**src/rtl/calc_key_pkg.sv**
```systemverilog
package calc_key_pkg;

  localparam int KEY_W = 5;

  localparam logic [KEY_W-1:0] KC_FULL_CLR  = 5'd11;
  localparam logic [KEY_W-1:0] KC_CLR_ENTRY = 5'd12;
  localparam logic [KEY_W-1:0] KC_XCHG      = 5'd14;
  localparam logic [KEY_W-1:0] KC_RCONST    = 5'd15;
  localparam logic [KEY_W-1:0] KC_MUL       = 5'd16;
  localparam logic [KEY_W-1:0] KC_DIV       = 5'd17;
  localparam logic [KEY_W-1:0] KC_ADD       = 5'd18;
  localparam logic [KEY_W-1:0] KC_SUB       = 5'd19;
  localparam logic [KEY_W-1:0] KC_EQ        = 5'd20;

  // single-cycle request slots
  localparam int NUM_REQ    = 4;
  localparam int REQ_CLEAR  = 0;
  localparam int REQ_CENTRY = 1;
  localparam int REQ_XCHG   = 2;
  localparam int REQ_RCONST = 3;

  typedef struct packed {
    logic addsub;
    logic mul;
    logic div;
  } op_set_t;

  function automatic logic [KEY_W-1:0] req_code(input int idx);
    logic [KEY_W-1:0] c;
    case (idx)
      REQ_CLEAR:  c = KC_FULL_CLR;
      REQ_CENTRY: c = KC_CLR_ENTRY;
      REQ_XCHG:   c = KC_XCHG;
      default:    c = KC_RCONST;
    endcase
    return c;
  endfunction

endpackage

```
**src/rtl/calc_key_qual.sv**
```systemverilog
module calc_key_qual #(
  parameter int DEB_LEN = 8,
  parameter int KEY_W   = 5
) (
  input  logic             clk,
  input  logic             rst_n,
  input  logic             scan_tick,
  input  logic             key_det,
  input  logic [KEY_W-1:0] key_code,
  output logic             acc,
  output logic [KEY_W-1:0] acc_code
);

  localparam int RUN_W = $clog2(DEB_LEN + 1);
  localparam logic [RUN_W-1:0] RUN_MAX = RUN_W'(DEB_LEN);
  localparam logic [RUN_W-1:0] RUN_ONE = RUN_W'(1);

  logic             lvl_q, lvl_d;
  logic [RUN_W-1:0] run_q, run_d;
  logic             armed_q, armed_d;
  logic             acc_q, acc_d;
  logic [KEY_W-1:0] code_q, code_d;

  always_comb begin
    lvl_d   = lvl_q;
    run_d   = run_q;
    armed_d = armed_q;
    acc_d   = 1'b0;
    code_d  = code_q;
    if (scan_tick) begin
      lvl_d = key_det;
      if (key_det != lvl_q)      run_d = RUN_ONE;
      else if (run_q != RUN_MAX) run_d = run_q + RUN_ONE;
      if (run_d == RUN_MAX) begin
        if (!key_det) begin
          armed_d = 1'b1;
        end else if (armed_q) begin
          acc_d   = 1'b1;
          armed_d = 1'b0;
          code_d  = key_code;
        end
      end
    end
  end

  always_ff @(posedge clk or negedge rst_n) begin
    if (!rst_n) begin
      lvl_q   <= 1'b0;
      run_q   <= '0;
      armed_q <= 1'b0;
      acc_q   <= 1'b0;
      code_q  <= '0;
    end else begin
      lvl_q   <= lvl_d;
      run_q   <= run_d;
      armed_q <= armed_d;
      acc_q   <= acc_d;
      code_q  <= code_d;
    end
  end

  assign acc      = acc_q;
  assign acc_code = code_q;

  AST_ACC_SINGLE: assert property (@(posedge clk) disable iff (!rst_n)
    acc_q |=> !acc_q);
  AST_ACC_STABLE_RUN: assert property (@(posedge clk) disable iff (!rst_n)
    acc_q |-> (lvl_q && run_q == RUN_MAX && !armed_q));

endmodule

```
**src/rtl/calc_rep_count.sv**
```systemverilog
module calc_rep_count #(
  parameter int CNT_W = 5
) (
  input  logic             clk,
  input  logic             rst_n,
  input  logic             step,
  input  logic             clr,
  output logic [CNT_W-1:0] cnt
);

  localparam logic [CNT_W-1:0] CNT_MAX = {CNT_W{1'b1}};

  logic [CNT_W-1:0] cnt_q, cnt_d;

  always_comb begin
    cnt_d = cnt_q;
    if (clr)                        cnt_d = '0;
    else if (step && cnt_q != CNT_MAX) cnt_d = cnt_q + CNT_W'(1);
  end

  always_ff @(posedge clk or negedge rst_n) begin
    if (!rst_n) cnt_q <= '0;
    else        cnt_q <= cnt_d;
  end

  assign cnt = cnt_q;

  AST_CNT_SAT: assert property (@(posedge clk) disable iff (!rst_n)
    (step && !clr && cnt_q == CNT_MAX) |=> cnt_q == CNT_MAX);
  AST_CNT_CLR: assert property (@(posedge clk) disable iff (!rst_n)
    clr |=> cnt_q == '0);

endmodule

```
**src/rtl/calc_op_latch.sv**
```systemverilog
module calc_op_latch
  import calc_key_pkg::*;
(
  input  logic             clk,
  input  logic             rst_n,
  input  logic             acc,
  input  logic [KEY_W-1:0] code,
  output op_set_t          ops,
  output logic             eq_fire
);

  op_set_t ops_q, ops_d;
  logic    eq_q, eq_d;

  always_comb begin
    ops_d = ops_q;
    eq_d  = 1'b0;
    if (eq_q) ops_d = '0;
    if (acc) begin
      case (code)
        KC_MUL:           ops_d = '{addsub: 1'b0, mul: 1'b1, div: 1'b0};
        KC_DIV:           ops_d = '{addsub: 1'b0, mul: 1'b0, div: 1'b1};
        KC_ADD, KC_SUB:   ops_d = '{addsub: 1'b1, mul: 1'b0, div: 1'b0};
        KC_FULL_CLR:      ops_d = '0;
        KC_EQ:            eq_d  = 1'b1;
        default:          ;
      endcase
    end
  end

  always_ff @(posedge clk or negedge rst_n) begin
    if (!rst_n) begin
      ops_q <= '0;
      eq_q  <= 1'b0;
    end else begin
      ops_q <= ops_d;
      eq_q  <= eq_d;
    end
  end

  assign ops     = ops_q;
  assign eq_fire = eq_q;

  AST_OP_ONEHOT: assert property (@(posedge clk) disable iff (!rst_n)
    $onehot0(ops_q));
  AST_EQ_DRAIN: assert property (@(posedge clk) disable iff (!rst_n)
    eq_q |=> (ops_q == '0 && !eq_q));

endmodule

```
**src/rtl/calc_cmd_latch.sv**
```systemverilog
module calc_cmd_latch
  import calc_key_pkg::*;
#(
  parameter int DEB_LEN = 8,
  parameter int CNT_W   = 5
) (
  input  logic             clk,
  input  logic             rst_n,
  input  logic             scan_tick,
  input  logic             key_det,
  input  logic [4:0]       key_code,
  output logic             op_addsub,
  output logic             op_mul,
  output logic             op_div,
  output logic             op_equals,
  output logic [CNT_W-1:0] rep_count,
  output logic             req_clear,
  output logic             req_clr_entry,
  output logic             req_xchg,
  output logic             req_rconst
);

  logic             acc;
  logic [KEY_W-1:0] acc_code;
  op_set_t          ops;
  logic             eq_fire;
  logic [NUM_REQ-1:0] req_q;

  calc_key_qual #(.DEB_LEN(DEB_LEN), .KEY_W(KEY_W)) qual_i (
    .clk      (clk),
    .rst_n    (rst_n),
    .scan_tick(scan_tick),
    .key_det  (key_det),
    .key_code (key_code),
    .acc      (acc),
    .acc_code (acc_code)
  );

  calc_op_latch op_i (
    .clk    (clk),
    .rst_n  (rst_n),
    .acc    (acc),
    .code   (acc_code),
    .ops    (ops),
    .eq_fire(eq_fire)
  );

  calc_rep_count #(.CNT_W(CNT_W)) rep_i (
    .clk  (clk),
    .rst_n(rst_n),
    .step (acc && acc_code == KC_MUL),
    .clr  (acc && acc_code != KC_MUL && acc_code != KC_EQ),
    .cnt  (rep_count)
  );

  for (genvar i = 0; i < NUM_REQ; i++) begin : g_req
    logic hit;
    assign hit = acc && (acc_code == req_code(i));
    always_ff @(posedge clk or negedge rst_n) begin
      if (!rst_n) req_q[i] <= 1'b0;
      else        req_q[i] <= hit;
    end
  end

  assign op_addsub     = ops.addsub;
  assign op_mul        = ops.mul;
  assign op_div        = ops.div;
  assign op_equals     = eq_fire;
  assign req_clear     = req_q[REQ_CLEAR];
  assign req_clr_entry = req_q[REQ_CENTRY];
  assign req_xchg      = req_q[REQ_XCHG];
  assign req_rconst    = req_q[REQ_RCONST];

  AST_REQ_ONEHOT: assert property (@(posedge clk) disable iff (!rst_n)
    $onehot0({req_q, eq_fire}));
  AST_REQ_PULSE: assert property (@(posedge clk) disable iff (!rst_n)
    (req_q != '0) |=> (req_q == '0));
  AST_CLEAR_OPS: assert property (@(posedge clk) disable iff (!rst_n)
    req_q[REQ_CLEAR] |-> (ops == '0 && rep_count == '0));

endmodule

```
**config.mk**
```make
export PLATFORM = sky130hd
export DESIGN_NAME = calc_cmd_latch
export DESIGN_NICKNAME = d
export VERILOG_FILES = /design/src/rtl/calc_key_pkg.sv /design/src/rtl/calc_key_qual.sv /design/src/rtl/calc_rep_count.sv /design/src/rtl/calc_op_latch.sv /design/src/rtl/calc_cmd_latch.sv
export SDC_FILE = /design/constraint.sdc
export NUM_CORES = 1
export LEC_CHECK = 0
export ABC_AREA = 1
export BUFFER_PORTS_ARGS = -buffer_cell sky130_fd_sc_hd__buf_2
export CORE_MARGIN = 5
export CORE_UTILIZATION = 55
export DETAILED_ROUTE_END_ITERATION = 10
export GPL_ROUTABILITY_DRIVEN = 0
export GPL_TIMING_DRIVEN = 0
export PLACE_DENSITY = 0.83
export SYNTH_ARGS = -nofsm -noshare
export SYNTH_HDL_FRONTEND = slang
export SYNTH_HIERARCHICAL = 1
export SYNTH_SLANG_ARGS = --single-unit
export TNS_END_PERCENT = 30
```
**constraint.sdc**
```tcl
create_clock -name clk -period 1.9 [get_ports clk]
set_clock_uncertainty 0.15 [all_clocks]
set_input_delay 0.095 -clock clk [delete_from_list [all_inputs] [get_ports clk]]
set_output_delay 0.095 -clock clk [all_outputs]
set_load 0.005 [all_outputs]
```
==> results_dict.tcl <==
set metrics [dict create \
    run_status "finished clean" \
    critical-path-top-delay-family "simple AND/OR/NAND/NOR gates" \
    mappedNetlistArea_um2 1370 \
    avgRoutedWirePerCell_um 11.0 \
    cts_tree "built" \
    worst-path-buf-inv 1 \
    die_h_um 59.9 \
    finish_stage_setup_viols 0 \
    antenna_found_initial 0 \
    drc 0 \
    grt_start_max_net_pins 26 \
    placementRows 18 \
    antenna_nets_post_route 0 \
    post_cts_resized 0 \
    criticalPathCategory "reg -> reg" \
    hold_viol_final 0 \
    synth_largest_type_area_fraction_pct 45.7 \
    core_um2 2430 \
    yosys_register_bits 25 \
    power_per_cell_area_nw_per_um2 676 \
    postSynthCellCount 175 \
    vias 1168 \
    netlist.top_cell.by_area "sky130_fd_sc_hd__dfrtp_1" \
    fmax_mhz 585 \
    placement.setup.worst_slack_ns 0.217 \
    worst_supply_voltage_drop_on_vdd_mv 0.598 \
    finalWorstSetupSlack_ns 0.192 \
    routed_wl_mm 2.62 \
    slowest_delay_ns 0.44 \
    worst_setup_path_endpoint "rep_i/cnt[3]" \
    r2r_slack_ns 0.19 \
    worstSetupStartpoint "rep_i/cnt[0]" \
    timing.critical_path.slowest_stage_cell "sky130_fd_sc_hd__dfrtp_1" \
    nets 222 \
    worstReg2RegEnd "rep_i/cnt[3]" \
    ys_warn_count 6 \
    globalRouteTotalUtil_pct 17.0 \
    worstPathRequired_ns 1.97 \
    hp-class "in -> async" \
    cp_data_arrival_time_ns 1.78 \
    yosysSeqAreaShare_pct 45.7 \
    crit_path_start_kind "register" \
    clk-insertion-delay-late_ns 0.31 \
    maxCapViolCount 0 \
    floorplan_die_width_um 59.9 \
    first_pass_iters 4 \
    ant_diodes 0 \
    grt.overflow.total 0 \
    tightest_slew_ns 0.554 \
    vias_per_cell 4.91 \
    worstRegToRegCells 10 \
    cts.sink_count 25 \
    clk_path_buf_depth 2 \
    cell_at_the_root_of_the_clock_tree "sky130_fd_sc_hd__clkbuf_4" \
    summed_negative_setup_slack_over_all_endpoints_ns 0 \
    cts_made_buffers 3 \
    area_delta_synth_final_pct 18.3 \
    grt_pass1_wl_mm 4.75 \
    path_cells "ha_1 -> nand2_1 -> nor2_1 -> ha_1 -> inv_2 -> nand3_1 -> nor2_1 -> nand2_1 -> nand2_1 -> nor2_1" \
    numPortBuffers 21 \
    drtIter0Drc 39 \
    yosys.cell_types.count 23 \
    via_count_of_the_first_global_routing_pass 1150 \
    path_clk_slew_ns 0.14 \
    dieArea_um2 3580 \
    io_pins 22 \
    unrepaired_setup_endpoints_after_global_routing "no" \
    r2r-start "rep_i/cnt[0]" \
    start_util_pct 56.2 \
    final_critical_period_ns 1.71 \
    power_leakage_uw 0.000925 \
    htree_num_levels 1 \
    place.detailed.hpwl_mm 1.99 \
    share_of_final_layout_standard_cells_stronger_than_drive_strength_1_pct 19.2 \
    worst-path-stages 10 \
    syn_area_per_cell_um2 7.81 \
    drv_slew 0 \
    worst_slew_margin_rel_pct 63.1 \
    synth.area.top_cells "sky130_fd_sc_hd__dfrtp_1 (46%), sky130_fd_sc_hd__nand2_1 (13%), sky130_fd_sc_hd__inv_1 (8.5%)" \
    crit_fanout 4 \
    mappedNetlistNets 188 \
    end_kind "register" \
    portion_of_the_clock_cycle_consumed_by_the_worst_path_in_the_final_layout_pct 89.9 \
]
[cell usage after synthesis]
library cell,n
sky130_fd_sc_hd__a21oi_1,1
sky130_fd_sc_hd__dfrtp_1,25
sky130_fd_sc_hd__ha_1,4
sky130_fd_sc_hd__inv_1,31
sky130_fd_sc_hd__inv_2,3
sky130_fd_sc_hd__nand2_1,48
sky130_fd_sc_hd__nand2_2,4
sky130_fd_sc_hd__nand2_4,1
sky130_fd_sc_hd__nand3_1,12
sky130_fd_sc_hd__nand3_2,2
sky130_fd_sc_hd__nand3_4,1
sky130_fd_sc_hd__nand3b_1,1
sky130_fd_sc_hd__nand4_1,3
sky130_fd_sc_hd__nor2_1,21
sky130_fd_sc_hd__nor2_2,2
sky130_fd_sc_hd__nor2_8,1
sky130_fd_sc_hd__nor3_1,1
sky130_fd_sc_hd__nor3_4,1
sky130_fd_sc_hd__o21a_1,1
sky130_fd_sc_hd__o21ai_0,3
sky130_fd_sc_hd__o21bai_1,6
sky130_fd_sc_hd__o22ai_1,1
sky130_fd_sc_hd__or2_0,2
[report_power, final]
| part | total, uW | switching (uW) | internal [uW] |
|---|---|---|---|
| Combinational | 224 | 133 | 91.4 |
| Sequential | 637 | 61.3 | 575 |
| Clock | 233 | 155 | 78.6 |
[final cells by class]
| cell class | instances | area (um2) |
|---|---|---|
| Clock buffer | 3 | 22.5 |
| Clock inverter | 1 | 5.00 |
| Fill cell | 209 | 815 |
| Inverter | 34 | 128 |
| Multi-Input combinational cell | 116 | 614 |
| Sequential cell | 25 | 626 |
| Tap cell | 30 | 37.5 |
| Timing Repair Buffer | 29 | 185 |
[cells by family after synthesis]
family | synth area share [%]
compound gates | 5.76
fa+ha+maj | 3.66
buf+inv | 9.33
flops | 45.7
simple gates | 35.5
[registers in the layout, summed over array words and instances (netlist names)]
register,count
req_clr_entry,1
req_xchg,1
op_i/eq_fire,1
qual_i/lvl_q,1
rep_i/cnt,5
qual_i/acc_code,5
qual_i/armed_q,1
qual_i/run_q,4
req_clear,1
req_rconst,1
qual_i/acc,1
op_i/ops,3
[layout by cell type (no fill, tap or decap), drive strengths merged]
master       Yosys  layout
nand2           53      53
inv             34      34
dfrtp           25      25
nor2            24      24
buf              0      21
nand3           15      15
dlygate4sd3      0       8
o21bai           6       6
ha               4       4
nand4            3       3
clkbuf           0       3
o21ai            3       3
or2              2       2
nor3             2       2
a21oi            1       1
clkinv           0       1
nand3b           1       1
o22ai            1       1
o21a             1       1
[through the flow]
| step | power, uW | instances | hold WS [ns] | util, % | cell area [um2] |
|---|---|---|---|---|---|
| after global placement | 841 | 226 | -0.0392 | 62.1 | 1510 |
| final | 1090 | 238 | 0.137 | 66.5 | 1620 |
| after detailed placement | 858 | 226 | -0.0310 | 62.1 | 1510 |
| after global routing | 1180 | 238 | 0.162 | 66.5 | 1620 |
| after CTS | 1100 | 238 | 0.150 | 66.5 | 1620 |
| after floorplan | 795 | 175 | -0.351 | - | 1370 |
[how the worst min path moves through the flow]
| stage | endpoint | slack, ns | cells past startpoint |
|---|---|---|---|
| after global placement | qual_i/run_q[2] | -0.04 | 1 |
| after CTS | rep_i/cnt[3] | 0.15 | 2 |
| after detailed placement | qual_i/run_q[3] | -0.03 | 1 |
| after global routing | rep_i/cnt[0] | 0.16 | 2 |
| final | rep_i/cnt[0] | 0.14 | 2 |
| after floorplan | op_i/eq_fire | -0.35 | 0 |
[what timing repair did]
action | in CTS | in global routing
buffers inserted | 0 | 0
hold endpoints to repair | 36 | 0
hold buffers | 8 | 0
[per-layer routing]
layer | share of wire [%] | GRT usage, % | up-vias | wire, um
met3 | 5.2 | 3.24 | 4 | 135
met1 | 44 | 22.3 | 529 | 1170
li1 | - | - | 608 | -
met2 | 49 | 27.8 | 27 | 1290
met5 | 0 | 0 | - | 0
met4 | 1.1 | 6.01 | 0 | 30
No activity file was read; power rests on OpenSTA's default activity.
